==> src/rtl/tick_backlog.sv <==
module tick_backlog #(
  parameter int CNT_W        = 16,
  parameter int TIME_W       = 32,
  parameter int PEND_W       = 6,
  parameter int MIN_PERIOD   = 1074,
  parameter int FLOOR_PERIOD = 1193,
  parameter int SLOP         = 4
) (
  input  logic              clk,
  input  logic              rst_n,
  input  logic              load,
  input  logic [CNT_W-1:0]  reload,
  input  logic [TIME_W-1:0] time_now,
  input  logic              inj_ack,
  input  logic              reinj,
  output logic [PEND_W-1:0] pend_cnt,
  output logic              irq,
  output logic [TIME_W-1:0] next_due
);
  localparam int PER_W = CNT_W + 1;
  localparam int SUM_W = TIME_W + 2;
  localparam logic [PEND_W-1:0] PEND_MAX = {PEND_W{1'b1}};

  logic [PER_W-1:0]  raw_per, new_per, period_q;
  logic [TIME_W-1:0] per_ext, diff, missed, advance;
  logic [PEND_W-1:0] after_ack;
  logic [SUM_W-1:0]  sum;
  logic              armed_q, first_q, due_w;

  assign raw_per = (reload == '0) ? PER_W'(1 << CNT_W) : PER_W'(reload);
  assign new_per = (raw_per < PER_W'(MIN_PERIOD)) ? PER_W'(FLOOR_PERIOD) : raw_per;
  assign per_ext = TIME_W'(period_q);

  assign diff    = time_now + TIME_W'(SLOP) - next_due;
  assign due_w   = armed_q && !load && !diff[TIME_W-1];
  assign missed  = due_w ? (diff / per_ext) + TIME_W'(1) : '0;
  assign advance = missed * per_ext;

  assign after_ack = !inj_ack                ? pend_cnt :
                     !first_q                ? '0 :
                     (pend_cnt != '0)        ? pend_cnt - PEND_W'(1) : pend_cnt;

  assign sum = SUM_W'(after_ack) + SUM_W'(reinj) + SUM_W'(missed);
  assign irq = (pend_cnt != '0);

  always_ff @(posedge clk) begin
    if (!rst_n) begin
      pend_cnt <= '0;
      next_due <= '0;
      period_q <= PER_W'(FLOOR_PERIOD);
      armed_q  <= 1'b0;
      first_q  <= 1'b0;
    end else begin
      pend_cnt <= (sum > SUM_W'(PEND_MAX)) ? PEND_MAX : sum[PEND_W-1:0];
      if (load) begin
        period_q <= new_per;
        next_due <= time_now + TIME_W'(new_per);
        armed_q  <= 1'b1;
        first_q  <= 1'b0;
      end else begin
        if (due_w) next_due <= next_due + advance;
        if (inj_ack) first_q <= 1'b1;
      end
    end
  end
endmodule


==> config.mk <==
export PLATFORM = sky130hd
export DESIGN_NAME = tick_backlog
export DESIGN_NICKNAME = d
export VERILOG_FILES = /design/src/rtl/tick_backlog.sv
export SDC_FILE = /design/constraint.sdc
export NUM_CORES = 2
export LEC_CHECK = 0
export ABC_AREA = 1
export BUFFER_PORTS_ARGS = -buffer_cell sky130_fd_sc_hd__buf_2
export CORE_MARGIN = 8
export CORE_UTILIZATION = 40
export DETAILED_ROUTE_END_ITERATION = 16
export GPL_ROUTABILITY_DRIVEN = 0
export PLACE_DENSITY = 0.59
export SYNTH_ARGS = -nofsm -noshare
export SYNTH_HDL_FRONTEND = slang
export SYNTH_SLANG_ARGS = --single-unit
==> constraint.sdc <==
create_clock -name clk -period 163.7 [get_ports clk]
set_input_delay 32.74 -clock clk [delete_from_list [all_inputs] [get_ports clk]]
set_output_delay 32.74 -clock clk [all_outputs]
set_load 0.03 [all_outputs]
Yosys cells after proc, flatten, opt, wreduce, memory -nomap -nowiden
Index checks and enable logic that the tools add are counted.
{"block": "classes", "add_sub_neg": 8, "n_mul": 1, "div": 1, "magnitude_cmp": 2, "n_mux": 9, "n_bitwise": 1, "n_reduce_logical": 8}
{"op": "32-bit 2-to-1 mux", "count": 3}
{"op": "17-bit 2-to-1 mux", "count": 2}
{"op": "7-bit by 32-bit adder with 33-bit output", "count": 1}
{"op": "33-bit by 6-bit > comparator with 1-bit output (second input constant)", "count": 1}
{"op": "32-bit by 1-bit adder with 32-bit output (second input constant)", "count": 1}
{"op": "32-bit by 17-bit adder with 32-bit output", "count": 1}
{"op": "32-bit by 3-bit adder with 32-bit output (second input constant)", "count": 1}
{"op": "32-bit adder", "count": 1}
{"op": "32-bit by 17-bit divider with 32-bit output", "count": 1}
{"op": "32-bit by 17-bit multiplier with 32-bit output", "count": 1}
{"op": "32-bit subtractor", "count": 1}
{"op": "6-bit 2-to-1 mux", "count": 4}
{"op": "17-bit by 11-bit < comparator with 1-bit output (second input constant)", "count": 1}
{"op": "16-bit logical NOT", "count": 1}
{"op": "6-bit by 1-bit adder with 7-bit output", "count": 1}
{"op": "6-bit nonzero test", "count": 1}
{"op": "6-bit by 1-bit subtractor with 6-bit output (second input constant)", "count": 1}
{"op": "1-bit logical AND", "count": 2}
{"op": "1-bit logical NOT", "count": 2}
{"op": "2-bit nonzero test", "count": 1}
{"op": "2-bit OR reduction", "count": 1}
{"op": "1-bit inverter", "count": 1}
{"block": "totals", "reg_bits": 57, "input_bits": 53, "out_inout_bits": 39, "wordCells": 35}

Logic depth before layout (Yosys ltp)
{"block": "logic_depth", "word_depth": 9, "mapped_depth": 766, "depth_no_buf": 711}

Worst setup path before layout
No wires, ideal clock.
{"block": "synth_timing", "path_kind": "in2reg", "start": "input port time_now[1]", "end": "register next_due[31]", "setup_time_ns": 0.070, "arrival_ns": 128.674, "required_ns": 163.630, "path_slack_ns": 34.956, "stages": 744, "n_path_buf": 59, "path_cell_list": "ha_1 -> ha_1 -> inv_1 -> fa_1 -> inv_1 -> nand2_1 -> nand3_1 -> nand2_1 -> nand3_1 -> a31oi_1 -> xor2_1 -> ha_1 -> nand4_1 -> nor2_1 -> nand2_1 -> nor2_1 -> nand2_1 -> nand3_1 -> [708 not listed] -> nand2_1 -> a21o_1 -> a21oi_1 -> o21ai_0 -> nand3_1 -> nand2_1 -> a21oi_1 -> nor2_1 -> nor2_1 -> nand3_1 -> nand2_1 -> inv_1 -> nand2_1 -> nand2_1 -> inv_1 -> nand2_1 -> nand3_1 -> a21oi_1"}
{"block": "synth_via", "elab_chain_cells": 9, "elab_cells_between_ends": 13, "cone_classes": "add/sub: 5; mul: 1; div: 1; mux: 3; reduce/logical: 3"}
{"item": "start: declaration", "line": "13", "source": "input logic [TIME_W-1:0] time_now,"}
{"item": "32-bit by 3-bit adder with 32-bit output", "line": "34", "source": "assign diff = time_now + TIME_W'(SLOP) - next_due;"}
{"item": "32-bit subtractor", "line": "34"}
{"item": "32-bit by 17-bit divider with 32-bit output / 1-bit logical NOT (equally long branches)", "line": "36, 35"}
{"item": "32-bit by 1-bit adder with 32-bit output / 1-bit logical AND (equally long branches)", "line": "36, 35"}
{"item": "32-bit 2-to-1 mux", "line": "36", "source": "assign missed = due_w ? (diff / per_ext) + TIME_W'(1) : '0;"}
{"item": "32-bit by 17-bit multiplier with 32-bit output", "line": "37", "source": "assign advance = missed * per_ext;"}
{"item": "32-bit adder", "line": "61", "source": "if (due_w) next_due <= next_due + advance;"}
{"item": "32-bit 2-to-1 mux", "line": "61"}
{"item": "32-bit 2-to-1 mux", "line": "55", "source": "if (load) begin"}
{"item": "end signal: assignment", "line": "57", "source": "next_due <= time_now + TIME_W'(new_per);"}
{"item": "end signal: assignment", "line": "61"}
{"item": "end: declaration", "line": "18", "source": "output logic [TIME_W-1:0] next_due"}
Parallel ways exist; a longest one is shown, timed or not. The select of a mux whose other input is x is not followed.
A chain may end at the register's enable or synchronous reset.

Worst setup path after layout
Same ends and word-level chain as after synthesis.

==> metrics.md <==
| Metric | Value |
|---|---|
| Die Width | `350 um` |
| Post-CTS setup buffers | `0` |
| WHS Path Cells | `2` |
| Layout cells sized above 1 | `6.90%` |
| First-pass GRT wire length | `246000 um` |
| Die area | `122000 um^2` |
| Worst R2R Start | `next_due[1]` |
| Max-slew headroom | `11.9%` |
| Routed Antenna Nets | `0` |
| Fin nets | `8070` |
| Initial Utilization | `40.3%` |
| Final hold violation count | `0` |
| DR vias/cell | `5.31` |
| Most frequent cells in the layout | `nand2_1 (1686), inv_1 (1259), nor2_1 (642), ha_1 (563), a21oi_1 (383)` |
| Global route overflow | `0` |
| Htree depth | `3` |
| GRT Overall Usage | `25.1%` |
| Worst min path class | `flip-flop to flip-flop` |
| Slowest stage delay, CP | `1.16 ns` |
| Drt wl/cell | `18.2 um` |
| I/O Buffers | `91` |
| Hold path startpoint | `next_due[5]` |
| Crit end category | `flip-flop` |
| Worst-path clk slew | `0.07 ns` |
| CP arrival | `144.12 ns` |
| R2R setup slack | `51.83 ns` |
| Multi-input logic area | `37200 um^2` |
| Pre-antenna DRT Iters | `8` |
| Syn Area/Cell | `6.27 um^2` |
| Setup TNS | `0 ns` |
| Reg2reg end | `next_due[31]` |
| Antenna violations before repair | `2` |
| Die height | `350 um` |
| Reg2Reg Depth | `672` |
| Fill cells | `11939` |
| Synthesized instance count | `7107` |
| I/O Pins | `92` |
| Critical-path top delay cell | `a2111oi_1` |
| CP dominant cell by count | `nand2_1` |
| CTS Buf Count | `9` |
| YS warnings | `0` |
| Setup-failing EPs final | `0` |
| Initial DRC count | `3486` |
| FP Rows | `122` |
| Clock root buffer | `clkbuf_16` |
| Skew-Pair Late Insertion Delay | `0.37 ns` |
| Unrepaired setup endpoints after global routing | `false` |
| Worst setup SP type | `input port` |
| EDFF count, synth | `0` |
| Core area | `111000 um^2` |
| Post-layout min period | `143.82 ns` |
| Cts hold-fix bufs | `0` |
| Worst-path fanout max | `34` |
| Synth Flop Type | `dfxtp_1` |
| Layout area overhead | `4.84%` |
| Post-synth net total | `8076` |
| Final wirelength | `156000 um` |
| Peak Freq | `6.95 MHz` |
| Distinct cell type count after synthesis | `71` |
| Vias | `45619` |
| Synth async-reset ratio | `0%` |
| Period utilization | `87.9%` |
| Status | `complete, no violations` |
| Post-route DRC | `0` |
| Critical Path RT | `164.00 ns` |
| Vias in the first global route | `43867` |
| Seq. cell area | `1140 um^2` |
| Post_cts resized | `0` |
| Worst hold endpoint | `next_due[5]` |
| Worst-Margin Slew | `1.32 ns` |
| Crit path from | `time_now[1]` |
| CTS tree | `built` |
| Commonest non-fill, non-tap cell in the layout | `nand2_1` |
| CP Class | `input port to flip-flop` |
| Largest net degree at the start of global routing | `49` |
| Maxcap violations | `0` |
| Final Skew | `0.00865 ns` |
| Clock sink count | `57` |
| Synth Cell Area | `44600 um^2` |
| Slew Viols, Final | `0` |
| Sequential-to-total area share from yosys stat | `2.56%` |
| Clock tree buffer depth | `2` |
| DP Wirelength | `130000 um` |
| Synthesis-stage register bit count | `57` |
cell usage after synthesis (35+ instances only):
library cell | instances | share of area (%)
nand2_1 | 1686 | 14
inv_1 | 1266 | 11
nor2_1 | 642 | 5.4
ha_1 | 563 | 16
a21oi_1 | 383 | 4.3
o21ai_0 | 365 | 4.1
fa_1 | 353 | 16
nand3_1 | 351 | 3.9
xor2_1 | 243 | 4.8
xnor2_1 | 135 | 2.7
nand4_1 | 131 | 1.8
clkbuf_1 | 82 | 0.69
inv_2 | 77 | 0.65
nor3_1 | 65 | 0.73
dfxtp_1 | 57 | 2.6
o21ai_1 | 54 | 0.61
nand2_2 | 53 | 0.74
a21o_1 | 48 | 0.81
buf_4 | 46 | 0.78
nand3_2 | 43 | 0.97
o21bai_1 | 42 | 0.71
clkinv_1 | 38 | 0.32
or2_2 | 35 | 0.49
kinds of logic (layout without fill, tap and decap cells):
| family | Yosys count | after routing | synth area share, % |
|---|---|---|---|
| other cells | 0 | 2 | 0 |
| buf+inv | 1555 | 1554 | 13.9 |
| xor+xnor | 378 | 378 | 7.43 |
| compound gates | 1046 | 1046 | 13.2 |
| flops | 57 | 57 | 2.56 |
| fa+ha+maj | 916 | 916 | 31.7 |
| simple gates | 3155 | 3155 | 31.3 |
through the flow:
stage	setup slack (ns)	hold slack, ns	utilization, %	cells	instance area (um^2)
after floorplan	34.96	0.433	-	7107	44600
after global placement	23.39	0.524	42.0	8578	46400
after detailed placement	20.84	0.526	42.0	8578	46400
after CTS	20.78	0.536	42.3	8594	46700
after global routing	6.20	0.557	42.3	8594	46700
final	19.88	0.536	42.3	8596	46700
critical path, delay by kind of cell:
family / cells / cell delay (ns)
compound gates: 250 / 48.20
simple gates: 248 / 30.81
buf+inv: 131 / 16.53
fa+ha+maj: 42 / 15.06
xor+xnor: 1 / 0.29
registers in the layout (all words and copies together), names as in the netlist:
name      count
pend_cnt      6
period_q     17
armed_q       1
next_due     32
first_q       1
routing by layer:
metal | global-route usage [%] | part of all wire (%) | wire length (um)
met1 | 33.1 | 43 | 67300
met2 | 41.6 | 45 | 70000
met3 | 4.27 | 8.3 | 12900
met4 | 8.40 | 4.0 | 6190
met5 | 0 | 0 | 0
layout make-up:
cell class | count | share of cell area, %
clock buffers | 11 | 0.541
multi-input cells | 5495 | 79.7
flip-flops and latches | 57 | 2.44
repair buffers | 156 | 2.02
clock inverters | 5 | 0.134
inverters | 1382 | 11.1
well taps | 1488 | 3.99
diodes | 2 | 0.0107
worst max path at each step:
stage	end	slack [ns]
detailed placement	next_due[31]	20.84
finish	next_due[31]	19.88
CTS	next_due[31]	20.78
global placement	next_due[31]	23.39
global route	next_due[31]	6.20
floorplan	next_due[31]	34.96
Power is not shown: default switching activity piles up to over one toggle a cycle in this logic, so the estimate is an artifact.
